--- src/rtl/pm_i2c_pkg.sv ---
package pm_i2c_pkg;

    localparam int          CODE_W   = 12;
    localparam int          NIB_W    = CODE_W - 8;
    localparam logic [4:0]  ADDR_HI  = 5'b01011;

    localparam logic [6:0]  CMD_RST  = 7'h00;
    localparam logic [7:0]  AEN_RST  = 8'h04;
    localparam logic [7:0]  ATH_RST  = 8'hFF;
    localparam logic [7:0]  CTL_RST  = 8'h00;

    typedef enum logic [2:0] {
        ST_IDLE,
        ST_RX,
        ST_ACK,
        ST_TX,
        ST_MACK
    } eng_state_t;

    typedef enum logic [1:0] {
        EXT_NONE = 2'b00,
        EXT_AEN  = 2'b01,
        EXT_ATH  = 2'b10,
        EXT_CTL  = 2'b11
    } ext_sel_t;

    typedef struct packed {
        logic [7:0] b0;
        logic [7:0] b1;
        logic [7:0] b2;
    } rd_pack_t;

    function automatic rd_pack_t pack_read(
        input logic [6:0]        cmd,
        input logic [CODE_W-1:0] v,
        input logic [CODE_W-1:0] i,
        input logic [7:0]        st
    );
        rd_pack_t p;
        logic v_on, i_on;
        v_on = cmd[0] | cmd[1];
        i_on = cmd[2] | cmd[3];
        p = '0;
        if (cmd[6]) begin
            p.b0 = st;
        end else if (v_on && i_on) begin
            p.b0 = v[CODE_W-1:NIB_W];
            p.b1 = i[CODE_W-1:NIB_W];
            p.b2 = {v[NIB_W-1:0], i[NIB_W-1:0]};
        end else if (i_on) begin
            p.b0 = i[CODE_W-1:NIB_W];
            p.b1 = {i[NIB_W-1:0], {(8-NIB_W){1'b0}}};
        end else begin
            p.b0 = v[CODE_W-1:NIB_W];
            p.b1 = {v[NIB_W-1:0], {(8-NIB_W){1'b0}}};
        end
        return p;
    endfunction

    function automatic logic [7:0] pick_byte(input rd_pack_t p, input logic [1:0] k);
        case (k)
            2'd0:    return p.b0;
            2'd1:    return p.b1;
            2'd2:    return p.b2;
            default: return 8'h00;
        endcase
    endfunction

endpackage

--- src/rtl/pm_i2c_line_filter.sv ---
module pm_i2c_line_filter #(
    parameter int SYNC_STAGES = 2,
    parameter int MAJ_TAPS    = 3
) (
    input  logic clk,
    input  logic rst,
    input  logic din,
    output logic level,
    output logic rise,
    output logic fall
);
    localparam int HALF = MAJ_TAPS / 2;

    logic [SYNC_STAGES-1:0] sync_q;
    logic [MAJ_TAPS-1:0]    taps_q;
    logic                   level_q;
    logic                   prev_q;

    always_ff @(posedge clk) begin
        if (rst) begin
            sync_q  <= '1;
            taps_q  <= '1;
            level_q <= 1'b1;
            prev_q  <= 1'b1;
        end else begin
            sync_q  <= {sync_q[SYNC_STAGES-2:0], din};
            taps_q  <= {taps_q[MAJ_TAPS-2:0], sync_q[SYNC_STAGES-1]};
            level_q <= ($countones(taps_q) > HALF);
            prev_q  <= level_q;
        end
    end

    assign level = level_q;
    assign rise  = level_q & ~prev_q;
    assign fall  = ~level_q & prev_q;

endmodule

--- src/rtl/pm_i2c_byte_engine.sv ---
module pm_i2c_byte_engine
    import pm_i2c_pkg::*;
(
    input  logic       clk,
    input  logic       rst,
    input  logic       scl,
    input  logic       sda,
    input  logic       scl_rise,
    input  logic       scl_fall,
    input  logic       sda_rise,
    input  logic       sda_fall,
    input  logic [1:0] strap,
    input  logic       pending,
    input  rd_pack_t   snap,
    output logic       sda_oe,
    output logic       wr_valid,
    output logic [7:0] wr_data,
    output logic [1:0] wr_idx,
    output logic       addr_rd_ack,
    output logic       start_ev,
    output logic       stop_ev
);
    eng_state_t st_q;
    logic       is_addr_q;
    logic       rw_q;
    logic [3:0] cnt_q;
    logic [7:0] sr_q;
    logic [7:0] tx_q;
    logic [1:0] ridx_q;
    logic [1:0] widx_q;
    logic       nack_q;
    logic       addr_hit;

    assign start_ev = scl & sda_fall;
    assign stop_ev  = scl & sda_rise;
    assign addr_hit = (sr_q[7:1] == {ADDR_HI, strap});

    always_ff @(posedge clk) begin
        if (rst) begin
            st_q        <= ST_IDLE;
            is_addr_q   <= 1'b0;
            rw_q        <= 1'b0;
            cnt_q       <= '0;
            sr_q        <= '0;
            tx_q        <= 8'hFF;
            ridx_q      <= '0;
            widx_q      <= '0;
            nack_q      <= 1'b0;
            wr_valid    <= 1'b0;
            wr_data     <= '0;
            wr_idx      <= '0;
            addr_rd_ack <= 1'b0;
        end else begin
            wr_valid    <= 1'b0;
            addr_rd_ack <= 1'b0;
            if (start_ev) begin
                st_q      <= ST_RX;
                is_addr_q <= 1'b1;
                cnt_q     <= '0;
                widx_q    <= '0;
                ridx_q    <= '0;
            end else if (stop_ev) begin
                st_q <= ST_IDLE;
            end else begin
                case (st_q)
                    ST_RX: begin
                        if (scl_rise && cnt_q < 4'd8) begin
                            sr_q  <= {sr_q[6:0], sda};
                            cnt_q <= cnt_q + 4'd1;
                        end else if (scl_fall && cnt_q == 4'd8) begin
                            cnt_q <= '0;
                            if (is_addr_q) begin
                                if (addr_hit && !(sr_q[0] && pending)) begin
                                    st_q        <= ST_ACK;
                                    rw_q        <= sr_q[0];
                                    addr_rd_ack <= sr_q[0];
                                end else begin
                                    st_q <= ST_IDLE;
                                end
                            end else begin
                                wr_valid <= 1'b1;
                                wr_data  <= sr_q;
                                wr_idx   <= widx_q;
                                widx_q   <= (widx_q == 2'd3) ? widx_q : widx_q + 2'd1;
                                st_q     <= ST_ACK;
                            end
                        end
                    end
                    ST_ACK: begin
                        if (scl_fall) begin
                            is_addr_q <= 1'b0;
                            cnt_q     <= '0;
                            if (rw_q) begin
                                st_q   <= ST_TX;
                                tx_q   <= pick_byte(snap, ridx_q);
                                ridx_q <= (ridx_q == 2'd3) ? ridx_q : ridx_q + 2'd1;
                            end else begin
                                st_q <= ST_RX;
                            end
                        end
                    end
                    ST_TX: begin
                        if (scl_fall) begin
                            if (cnt_q == 4'd7) begin
                                st_q  <= ST_MACK;
                                cnt_q <= '0;
                            end else begin
                                tx_q  <= {tx_q[6:0], 1'b1};
                                cnt_q <= cnt_q + 4'd1;
                            end
                        end
                    end
                    ST_MACK: begin
                        if (scl_rise) begin
                            nack_q <= sda;
                        end else if (scl_fall) begin
                            if (nack_q) begin
                                st_q <= ST_IDLE;
                            end else begin
                                st_q   <= ST_TX;
                                tx_q   <= pick_byte(snap, ridx_q);
                                ridx_q <= (ridx_q == 2'd3) ? ridx_q : ridx_q + 2'd1;
                            end
                        end
                    end
                    default: ;
                endcase
            end
        end
    end

    assign sda_oe = (st_q == ST_ACK) | ((st_q == ST_TX) & ~tx_q[7]);

endmodule

--- src/rtl/pm_i2c_regfile.sv ---
module pm_i2c_regfile
    import pm_i2c_pkg::*;
(
    input  logic              clk,
    input  logic              rst,
    input  logic              wr_valid,
    input  logic [7:0]        wr_data,
    input  logic [1:0]        wr_idx,
    input  logic              addr_rd_ack,
    input  logic [CODE_W-1:0] volt,
    input  logic [CODE_W-1:0] curr,
    input  logic [7:0]        status,
    output logic [6:0]        cmd,
    output logic              cmd_wr,
    output logic [7:0]        alert_en,
    output logic [7:0]        alert_th,
    output logic [7:0]        ctrl,
    output rd_pack_t          snap
);
    ext_sel_t sel_q;

    always_ff @(posedge clk) begin
        if (rst) begin
            cmd      <= CMD_RST;
            cmd_wr   <= 1'b0;
            alert_en <= AEN_RST;
            alert_th <= ATH_RST;
            ctrl     <= CTL_RST;
            sel_q    <= EXT_NONE;
            snap     <= '0;
        end else begin
            cmd_wr <= 1'b0;
            if (addr_rd_ack) begin
                snap <= pack_read(cmd, volt, curr, status);
            end
            if (wr_valid) begin
                if (wr_idx == 2'd0) begin
                    if (wr_data[7]) begin
                        sel_q <= ext_sel_t'(wr_data[1:0]);
                    end else begin
                        sel_q  <= EXT_NONE;
                        cmd    <= wr_data[6:0];
                        cmd_wr <= 1'b1;
                    end
                end else if (wr_idx == 2'd1) begin
                    case (sel_q)
                        EXT_AEN: alert_en <= wr_data;
                        EXT_ATH: alert_th <= wr_data;
                        EXT_CTL: ctrl     <= wr_data;
                        default: ;
                    endcase
                end
            end
        end
    end

endmodule

--- src/rtl/pm_i2c_front.sv ---
module pm_i2c_front
    import pm_i2c_pkg::*;
#(
    parameter int SYNC_STAGES = 2,
    parameter int MAJ_TAPS    = 3
) (
    input  logic              clk,
    input  logic              rst,
    input  logic              scl_i,
    input  logic              sda_i,
    output logic              sda_oe,
    input  logic [1:0]        addr_strap,
    input  logic              oneshot_pending,
    input  logic [CODE_W-1:0] volt_code,
    input  logic [CODE_W-1:0] curr_code,
    input  logic [7:0]        status_byte,
    output logic [6:0]        cmd_reg,
    output logic              cmd_wr,
    output logic [7:0]        alert_en,
    output logic [7:0]        alert_th,
    output logic [7:0]        ctrl_reg
);
    localparam int N_LINES = 2;

    logic [N_LINES-1:0] raw_line;
    logic [N_LINES-1:0] lvl;
    logic [N_LINES-1:0] up;
    logic [N_LINES-1:0] dn;

    assign raw_line = {sda_i, scl_i};

    for (genvar g = 0; g < N_LINES; g++) begin : g_line
        pm_i2c_line_filter #(
            .SYNC_STAGES(SYNC_STAGES),
            .MAJ_TAPS   (MAJ_TAPS)
        ) u_flt (
            .clk  (clk),
            .rst  (rst),
            .din  (raw_line[g]),
            .level(lvl[g]),
            .rise (up[g]),
            .fall (dn[g])
        );
    end

    logic       scl_lvl;
    logic       wr_valid;
    logic [7:0] wr_data;
    logic [1:0] wr_idx;
    logic       addr_rd_ack;
    logic       start_ev;
    logic       stop_ev;
    rd_pack_t   snap;

    assign scl_lvl = lvl[0];

    pm_i2c_byte_engine u_eng (
        .clk        (clk),
        .rst        (rst),
        .scl        (lvl[0]),
        .sda        (lvl[1]),
        .scl_rise   (up[0]),
        .scl_fall   (dn[0]),
        .sda_rise   (up[1]),
        .sda_fall   (dn[1]),
        .strap      (addr_strap),
        .pending    (oneshot_pending),
        .snap       (snap),
        .sda_oe     (sda_oe),
        .wr_valid   (wr_valid),
        .wr_data    (wr_data),
        .wr_idx     (wr_idx),
        .addr_rd_ack(addr_rd_ack),
        .start_ev   (start_ev),
        .stop_ev    (stop_ev)
    );

    pm_i2c_regfile u_regs (
        .clk        (clk),
        .rst        (rst),
        .wr_valid   (wr_valid),
        .wr_data    (wr_data),
        .wr_idx     (wr_idx),
        .addr_rd_ack(addr_rd_ack),
        .volt       (volt_code),
        .curr       (curr_code),
        .status     (status_byte),
        .cmd        (cmd_reg),
        .cmd_wr     (cmd_wr),
        .alert_en   (alert_en),
        .alert_th   (alert_th),
        .ctrl       (ctrl_reg),
        .snap       (snap)
    );

endmodule

--- config.mk ---
export PLATFORM = sky130hd
export DESIGN_NAME = pm_i2c_front
export DESIGN_NICKNAME = d
export VERILOG_FILES = /design/src/rtl/pm_i2c_pkg.sv /design/src/rtl/pm_i2c_line_filter.sv /design/src/rtl/pm_i2c_byte_engine.sv /design/src/rtl/pm_i2c_regfile.sv /design/src/rtl/pm_i2c_front.sv
export SDC_FILE = /design/constraint.sdc
export NUM_CORES = 1
export LEC_CHECK = 0
export BUFFER_PORTS_ARGS = -buffer_cell sky130_fd_sc_hd__buf_2
export CAP_MARGIN = 15
export CORE_MARGIN = 3
export CORE_UTILIZATION = 40
export DETAILED_ROUTE_END_ITERATION = 16
export GPL_TIMING_DRIVEN = 0
export PLACE_DENSITY = 0.63
export SETUP_SLACK_MARGIN = 0.2
export SLEW_MARGIN = 30
export SYNTH_ARGS = -nofsm -noshare
export SYNTH_HDL_FRONTEND = slang
export SYNTH_SLANG_ARGS = --single-unit
export TNS_END_PERCENT = 30
--- constraint.sdc ---
create_clock -name clk -period 2.2 [get_ports clk]
set_clock_uncertainty 0.1 [all_clocks]
set_input_delay 0.44 -clock clk [delete_from_list [all_inputs] [get_ports clk]]
set_output_delay 0.44 -clock clk [all_outputs]
set_load 0.05 [all_outputs]
==> results of run 1 <==
routing by layer:
layer	GRT usage	vias to the layer above	share of wire
met5	0	-	0
met4	0.05938	0	0.012
met3	0.05933	18	0.056
met2	0.3237	114	0.49
met1	0.2455	2182	0.44
li1	-	2172	-
critical path, cell delays in order (launching register included):
cell and delay [ns]:
dfxtp_2 0.34, buf_6 0.14, nand2b_1 0.15, buf_6 0.13
a21oi_4 0.12, buf_6 0.17
what timing repair did:
action / 4_1_cts / 5_1_grt
pin swaps: 2 / 2
setup endpoints to repair: 30 / 38
resized for setup: 9 / 27
setup buffers: 1 / 3
power groups by stage:
| stage | Sequential [mW] | Combinational, mW | Clock (mW) |
|---|---|---|---|
| after global routing | 2.08 | 0.145 | 2.97 |
| after global placement | 2.12 | 0.128 | 0 |
| final | 2.08 | 0.132 | 2.83 |
| after floorplan | 2.12 | 0.0636 | 0 |
| after detailed placement | 2.12 | 0.129 | 0 |
| after CTS | 2.08 | 0.131 | 2.87 |
cell families (layout without fill, tap and decap cells):
logic type,Yosys count,after routing,share of synthesized area
fa+ha+maj,9,9,0.02226
mux,51,51,0.1019
compound gates,124,124,0.1675
xor+xnor,4,4,0.006927
simple gates,203,203,0.2157
buf+inv,46,152,0.03463
flops,114,114,0.4512
Yosys cell counts (3+ instances only):
| library cell | n |
|---|---|
| nor2_1 | 57 |
| clkbuf_1 | 37 |
| mux2i_1 | 47 |
| and3_1 | 8 |
| a31oi_1 | 11 |
| o32ai_1 | 9 |
| nor2b_1 | 26 |
| a222oi_1 | 8 |
| and2_1 | 3 |
| or3b_1 | 3 |
| nor3_1 | 3 |
| mux2_2 | 4 |
| and3b_1 | 3 |
| a211o_1 | 3 |
| inv_1 | 7 |
| nand3b_1 | 4 |
| a21oi_1 | 39 |
| o21ai_0 | 17 |
| a311oi_1 | 8 |
| or2_2 | 16 |
| dfxtp_1 | 114 |
| xor2_1 | 3 |
| nand3_1 | 6 |
| and4b_1 | 4 |
| a211oi_1 | 12 |
| nand4_1 | 3 |
| o21ai_1 | 3 |
| ha_1 | 9 |
| or3_1 | 3 |
| nand2b_1 | 12 |
| nor3b_1 | 3 |
| nand2_1 | 38 |
stage by stage:
stage / instance area, µm² / cells / setup WS [ns]
5_1_grt: 6390 / 825 / 0.1195
6_report: 6390 / 825 / 0.2048
3_5_place_dp: 5623 / 789 / -0.04986
4_1_cts: 6290 / 822 / 0.02340
2_1_floorplan: 5062 / 551 / 0.2508
3_3_place_gp: 5623 / 789 / -0.03573
final cells by class:
class	instances	area, µm²
repair buffers	74	399.1
clock buffers	20	456.7
inverters	7	26.28
fillers	1157	5772
plain buffers	39	175.2
well taps	168	210.2
flip-flops and latches	114	2285
multi-input cells	391	2683
clock inverters	12	155.1
worst paths after layout:
path,depth (start not counted),slack (ns),end
max,5,0.20,sda_oe
max reg2reg,6,0.26,u_eng.tx_q[6]$_SDFFE_PP1P_
min reg2reg,1,0.31,g_line[1].u_flt.taps_q[0]$_SDFF_PP1_
min,2,0.11,g_line[0].u_flt.sync_q[0]$_SDFF_PP1_
==> summary.md, run 1 <==
| Metric | Value |
|---|---|
| Period utilization | `0.9069` |
| Status | `complete, no violations` |
| Commonest non-fill, non-tap cell in the layout | `dfxtp_1` |
| Synthesized Nets | `599` |
| Rows | `40` |
| Die Span Y | `118.5 µm` |
| Final ANT Viol Nets | `0` |
| Worst skew pair latency | `0.42 ns` |
| CTS tree | `built` |
| CTS buffer count | `17` |
| R2r startpoint | `u_eng.st_q[1]$_SDFFE_PP0P_` |
| Remaining global-route overflow | `0` |
| Sequential Power Share | `0.412` |
| Top post-synthesis cells by area | `dfxtp_1, mux2i_1, nor2_1` |
| FMAX | `between 500 and 600 MHz` |
| Largest net degree at the start of global routing | `17` |
| Largest register FFs | `24` |
| Switching portion of total power | `0.2128` |
| Clk root buf | `clkbuf_16` |
| Max Cap Viol | `0` |
| Fin util | `0.5254` |
| Power Internal | `between 3 and 4 mW` |
| Share of cells above drive strength 1 | `0.2253` |
| Port-buffer cells | `70` |
| First-pass GRT wire length | `22,130 µm` |
| Yosys synthesis warning count | `0` |
| Gp weighted congestion | `about 0.83` |
| Via count | `between 4,000 and 5,000` |
| WP data arrival | `roughly 1.5 ns` |
| CP endpoint kind | `output port` |
| Worst-margin pin slew | `0.6111 ns` |
| Final min period | `1.995 ns` |
| Area of the core | `12,160 µm²` |
| Routed len/inst | `16.56 µm` |
| Worst Path Class, Setup | `reg -> out` |
| EDFF count, synth | `0` |
| Synth unique cells | `57` |
| Final WL | `13,660 µm` |
| Mapped cell area | `5059 µm²` |
| Hold buffers post-CTS | `0` |
| Die span in x | `about 120 µm` |
| Critical Path RT | `1.66 ns` |
| Final slew viol count | `0` |
| Initial antenna violation count | `0` |
| Starting density of the core | `0.4159` |
| Final hold slack | `~0.11 ns` |
| Max H-tree Level | `4` |
| Die area | `14,030 µm²` |
| Comb power frac | `0.026` |
| Antenna Cells | `0` |
| RSZ-0062 raised after global routing | `yes` |
| Overall Power | `5.038 mW` |
| Max VDD drop | `480.4 µV` |
| Clock transition at path regs | `approximately 0.05 ns` |
| Worst setup startpoint | `u_eng.st_q[2]$_SDFFE_PP0P_` |
| Sw Pwr | `roughly 1.1 mW` |
| Vias in the first global route | `4,501` |
| Top-area cell type share of the netlist area | `0.4512` |
| Synth Flop Type | `dfxtp_1` |
| Mean Syn Cell Area | `9.181 µm²` |
| Cell accounting for the most synthesized area | `dfxtp_1` |
| Register bank with the most flops | `u_regs.snap` |
| Crit Path Max Fanout | `10` |
| Vias per inst | `5.438` |
| Async set-reset flop share out of synthesis | `0` |
| Synth-to-Final Area Change | `26.32%` |
| Hold Path Origin | `scl_i` |
| Commonest cells after routing, fill and taps aside | `dfxtp_1, buf_2, nor2_1` |
| CP Launch Type | `register` |
| GRT Total Usage | `0.1956` |
| Drt pass-1 iters | `5` |
| Hold Crit Class | `in -> reg` |
| Post-synthesis sequential area ratio | `0.4512` |
| Cell count after synthesis | `551` |
| Final Hold Viols | `0` |
| CTS sink count | `approximately 110` |
| Clk pwr share | `0.562` |
| Ports | `72` |
| PwrDens | `approximately 790 nW/µm²` |
| Fin nets | `692` |
| Worst rel slew slack | `0.5914` |
| DP Wirelength | `9568 µm` |
| Leakage power | `2.471 nW` |
| First DRT Iteration DRCs | `292` |
| Seq cells post-synth | `roughly 110` |
| Number of remaining DRC errors | `0` |
| Setup_tns | `0 ns` |
| Setup violations, final | `0` |
| Clk buf depth | `2` |
Power figures use the tool's default switching activity.
==> run 2: changes to the inputs <==
--- a/config.mk
+++ b/config.mk
@@ -7,7 +7,7 @@
 export LEC_CHECK = 0
 export BUFFER_PORTS_ARGS = -buffer_cell sky130_fd_sc_hd__buf_2
 export CAP_MARGIN = 15
-export CORE_MARGIN = 3
+export CORE_MARGIN = 2
 export CORE_UTILIZATION = 40
 export DETAILED_ROUTE_END_ITERATION = 16
 export GPL_TIMING_DRIVEN = 0
==> run 2 against run 1 <==
- setup slack better by 0.025 ns
- largest power group unchanged
- combinational power about the same
- highest routed layer unchanged
- critical endpoint unchanged
- clock power is essentially flat
- count of clock-buffer cells in the layout fell by 2
- global-route usage up 0.41 points
- critical path type unchanged
==> summary.md, run 2 (synthesized netlist as in run 1, its figures left out) <==
| Metric | Value |
|---|---|
| Period utilization | `0.8956 (-0.01133)` |
| Design area | `6437 µm² (+0.74%)` |
| Vias per inst | `5.368 (-1.3%)` |
| Overall Power | `5.012 mW (-0.53%)` |
| Die area | `13,560 µm² (-3.3%)` |
| Number of remaining DRC errors | `0 (unchanged)` |
| Antenna Cells | `0 (unchanged)` |
| Port-buffer cells | `70 (unchanged)` |
| Crit-path slowest cell | `dfxtp_2` |
| Setup violations, final | `0 (unchanged)` |
| WP data arrival | `1.43 ns (-0.03 ns)` |
| Hold Path Origin | `scl_i` |
| Dpl ws | `-0.01830 ns (+0.03157 ns)` |
| CTS tree | `built` |
| R2r startpoint | `u_eng.st_q[1]$_SDFFE_PP0P_` |
| Drt pass-1 iters | `5 (unchanged)` |
| Placed cell area | `5628 µm² (about the same)` |
| Largest net degree at the start of global routing | `17 (unchanged)` |
| Commonest non-fill, non-tap cell in the layout | `dfxtp_1` |
| Commonest cells after routing, fill and taps aside | `dfxtp_1, buf_2, nor2_1` |
| Via count | `4,488 (+0.045%)` |
| Max H-tree Level | `4 (unchanged)` |
| Routed len/inst | `15.67 µm (-5.4%)` |
| First-pass GRT wire length | `20,840 µm (-5.8%)` |
| Initial antenna violation count | `0 (unchanged)` |
| PwrDens | `778.5 nW/µm² (-1.3%)` |
| Fin util | `0.5164 (-0.009001)` |
| Remaining global-route overflow | `0 (unchanged)` |
| RSZ-0062 raised after global routing | `yes` |
| Synth-to-Final Area Change | `27.26%` |
| Placed cell count | `793 (+0.51%)` |
| Share of cells above drive strength 1 | `0.2349 (+0.009673)` |
| Worst rel slew slack | `0.5931 (+0.001662)` |
| Clock transition at path regs | `0.06 ns (about the same)` |
| Largest register FFs | `24 (unchanged)` |
| Final ANT Viol Nets | `0 (unchanged)` |
| Die Span Y | `116.5 µm (-1.7%)` |
| GRT Total Usage | `0.1996 (+0.004053)` |
| Starting density of the core | `0.4058 (-0.01015)` |
| Final hold slack | `0.1012 ns (-0.004046 ns)` |
| Worst setup startpoint | `u_eng.st_q[2]$_SDFFE_PP0P_` |
| Final Hold Viols | `0 (unchanged)` |
| Max VDD drop | `489.5 µV (+1.9%)` |
| Gp weighted congestion | `0.8671 (+4.1%)` |
| FMAX | `507.5 MHz (+1.3%)` |
| Register bank with the most flops | `u_regs.snap` |
| CP endpoint kind | `output port` |
| Final WL | `13,100 µm (-4.1%)` |
| Area of the core | `12,470 µm² (+2.5%)` |
| Worst skew pair latency | `0.42 ns (about the same)` |
| Fin nets | `699 (+1.0%)` |
| Max Cap Viol | `0 (unchanged)` |
| CTS buffer count | `17 (unchanged)` |
| Final cell count without fillers | `836 (+1.3%)` |
| Final min period | `1.970 ns (-0.02492 ns)` |
| DP Wirelength | `9246 µm (-3.4%)` |
| Die span in x | `116.5 µm (-1.7%)` |
| Ports | `72 (unchanged)` |
| Leakage power | `2.505 nW (+1.4%)` |
| Setup_tns | `0 ns (unchanged)` |
| Hold Crit Class | `in -> reg` |
| FILL cells | `1,150 (-0.61%)` |
| Critical path cell sequence | `buf_6 -> nand2b_4 -> buf_6 -> a21oi_4 -> buf_6` |
| Critical Path RT | `1.66 ns (about the same)` |
| Crit Path Max Fanout | `6 (-4)` |
| Rows | `41 (+2.5%)` |
| Clk root buf | `clkbuf_16` |
| Top cell by count, worst path | `buf_6` |
| Max stage delay on crit path | `0.33 ns (about the same)` |
| CP Launch Type | `register` |
| Worst-margin pin slew | `0.6086 ns (-0.002487 ns)` |
| CTS sink count | `114 (unchanged)` |
| Worst Path Class, Setup | `reg -> out` |
| Worst Setup Slack, final | `0.2297 ns (+0.02492 ns)` |
| Final slew viol count | `0 (unchanged)` |
| Status | `complete, no violations` |
| First DRT Iteration DRCs | `293 (+0.34%)` |
| Vias in the first global route | `4,113 (-8.6%)` |
| Clk buf depth | `2 (unchanged)` |
run 2: final timing paths:
path                                          end  slack [ns]  cells past startpoint
max                                        sda_oe        0.23                      5
min          g_line[0].u_flt.sync_q[0]$_SDFF_PP1_        0.10                      2
max reg2reg            u_eng.tx_q[7]$_SDFFE_PP1P_        0.27                      5
min reg2reg  g_line[0].u_flt.sync_q[1]$_SDFF_PP1_        0.31                      1
run 2: routing by layer:
metal / up-vias / routed length [µm] / track usage
li1: 2194 / - / -
met1: 2140 / 5881 / 0.2606
met2: 130 / 6197 / 0.3143
met3: 24 / 767 / 0.05501
met4: 0 / 249 / 0.07857
met5: - / 0 / 0
run 2: report_power, final:
group	switching, mW	internal [mW]
combinational	0.0795	0.0505
sequential	0.00321	2.07
clock	1.01	1.79
total	1.10	3.91
run 2: repair_timing:
item                                   in CTS  in global routing
resized for setup                           9                 30
endpoints found under the hold margin       0                  0
pin swaps                                   1                  6
buffers inserted                            1                 10
hold buffers                                0                  0
setup endpoints to repair                  29                 47
run 2: area by class of cell:
class,instances,area [µm²],share of cell area
buffer,39,178.9,0.02779
clock buffer,18,429.2,0.06667
clock inverter,14,178.9,0.02779
inverter,7,26.28,0.004082
multi-input combinational,391,2673,0.4152
sequential,114,2285,0.3549
tap,172,215.2,0.03343
timing repair buffer,81,451.7,0.07017
run 2: critical path, delay by kind of cell (launching register included):
family | cells | cell delay [ns]
buffers and inverters | 3 | 0.42
flip-flops | 1 | 0.33
AND/OR/NAND/NOR | 1 | 0.13
AO/OA/AOI/OAI | 1 | 0.13
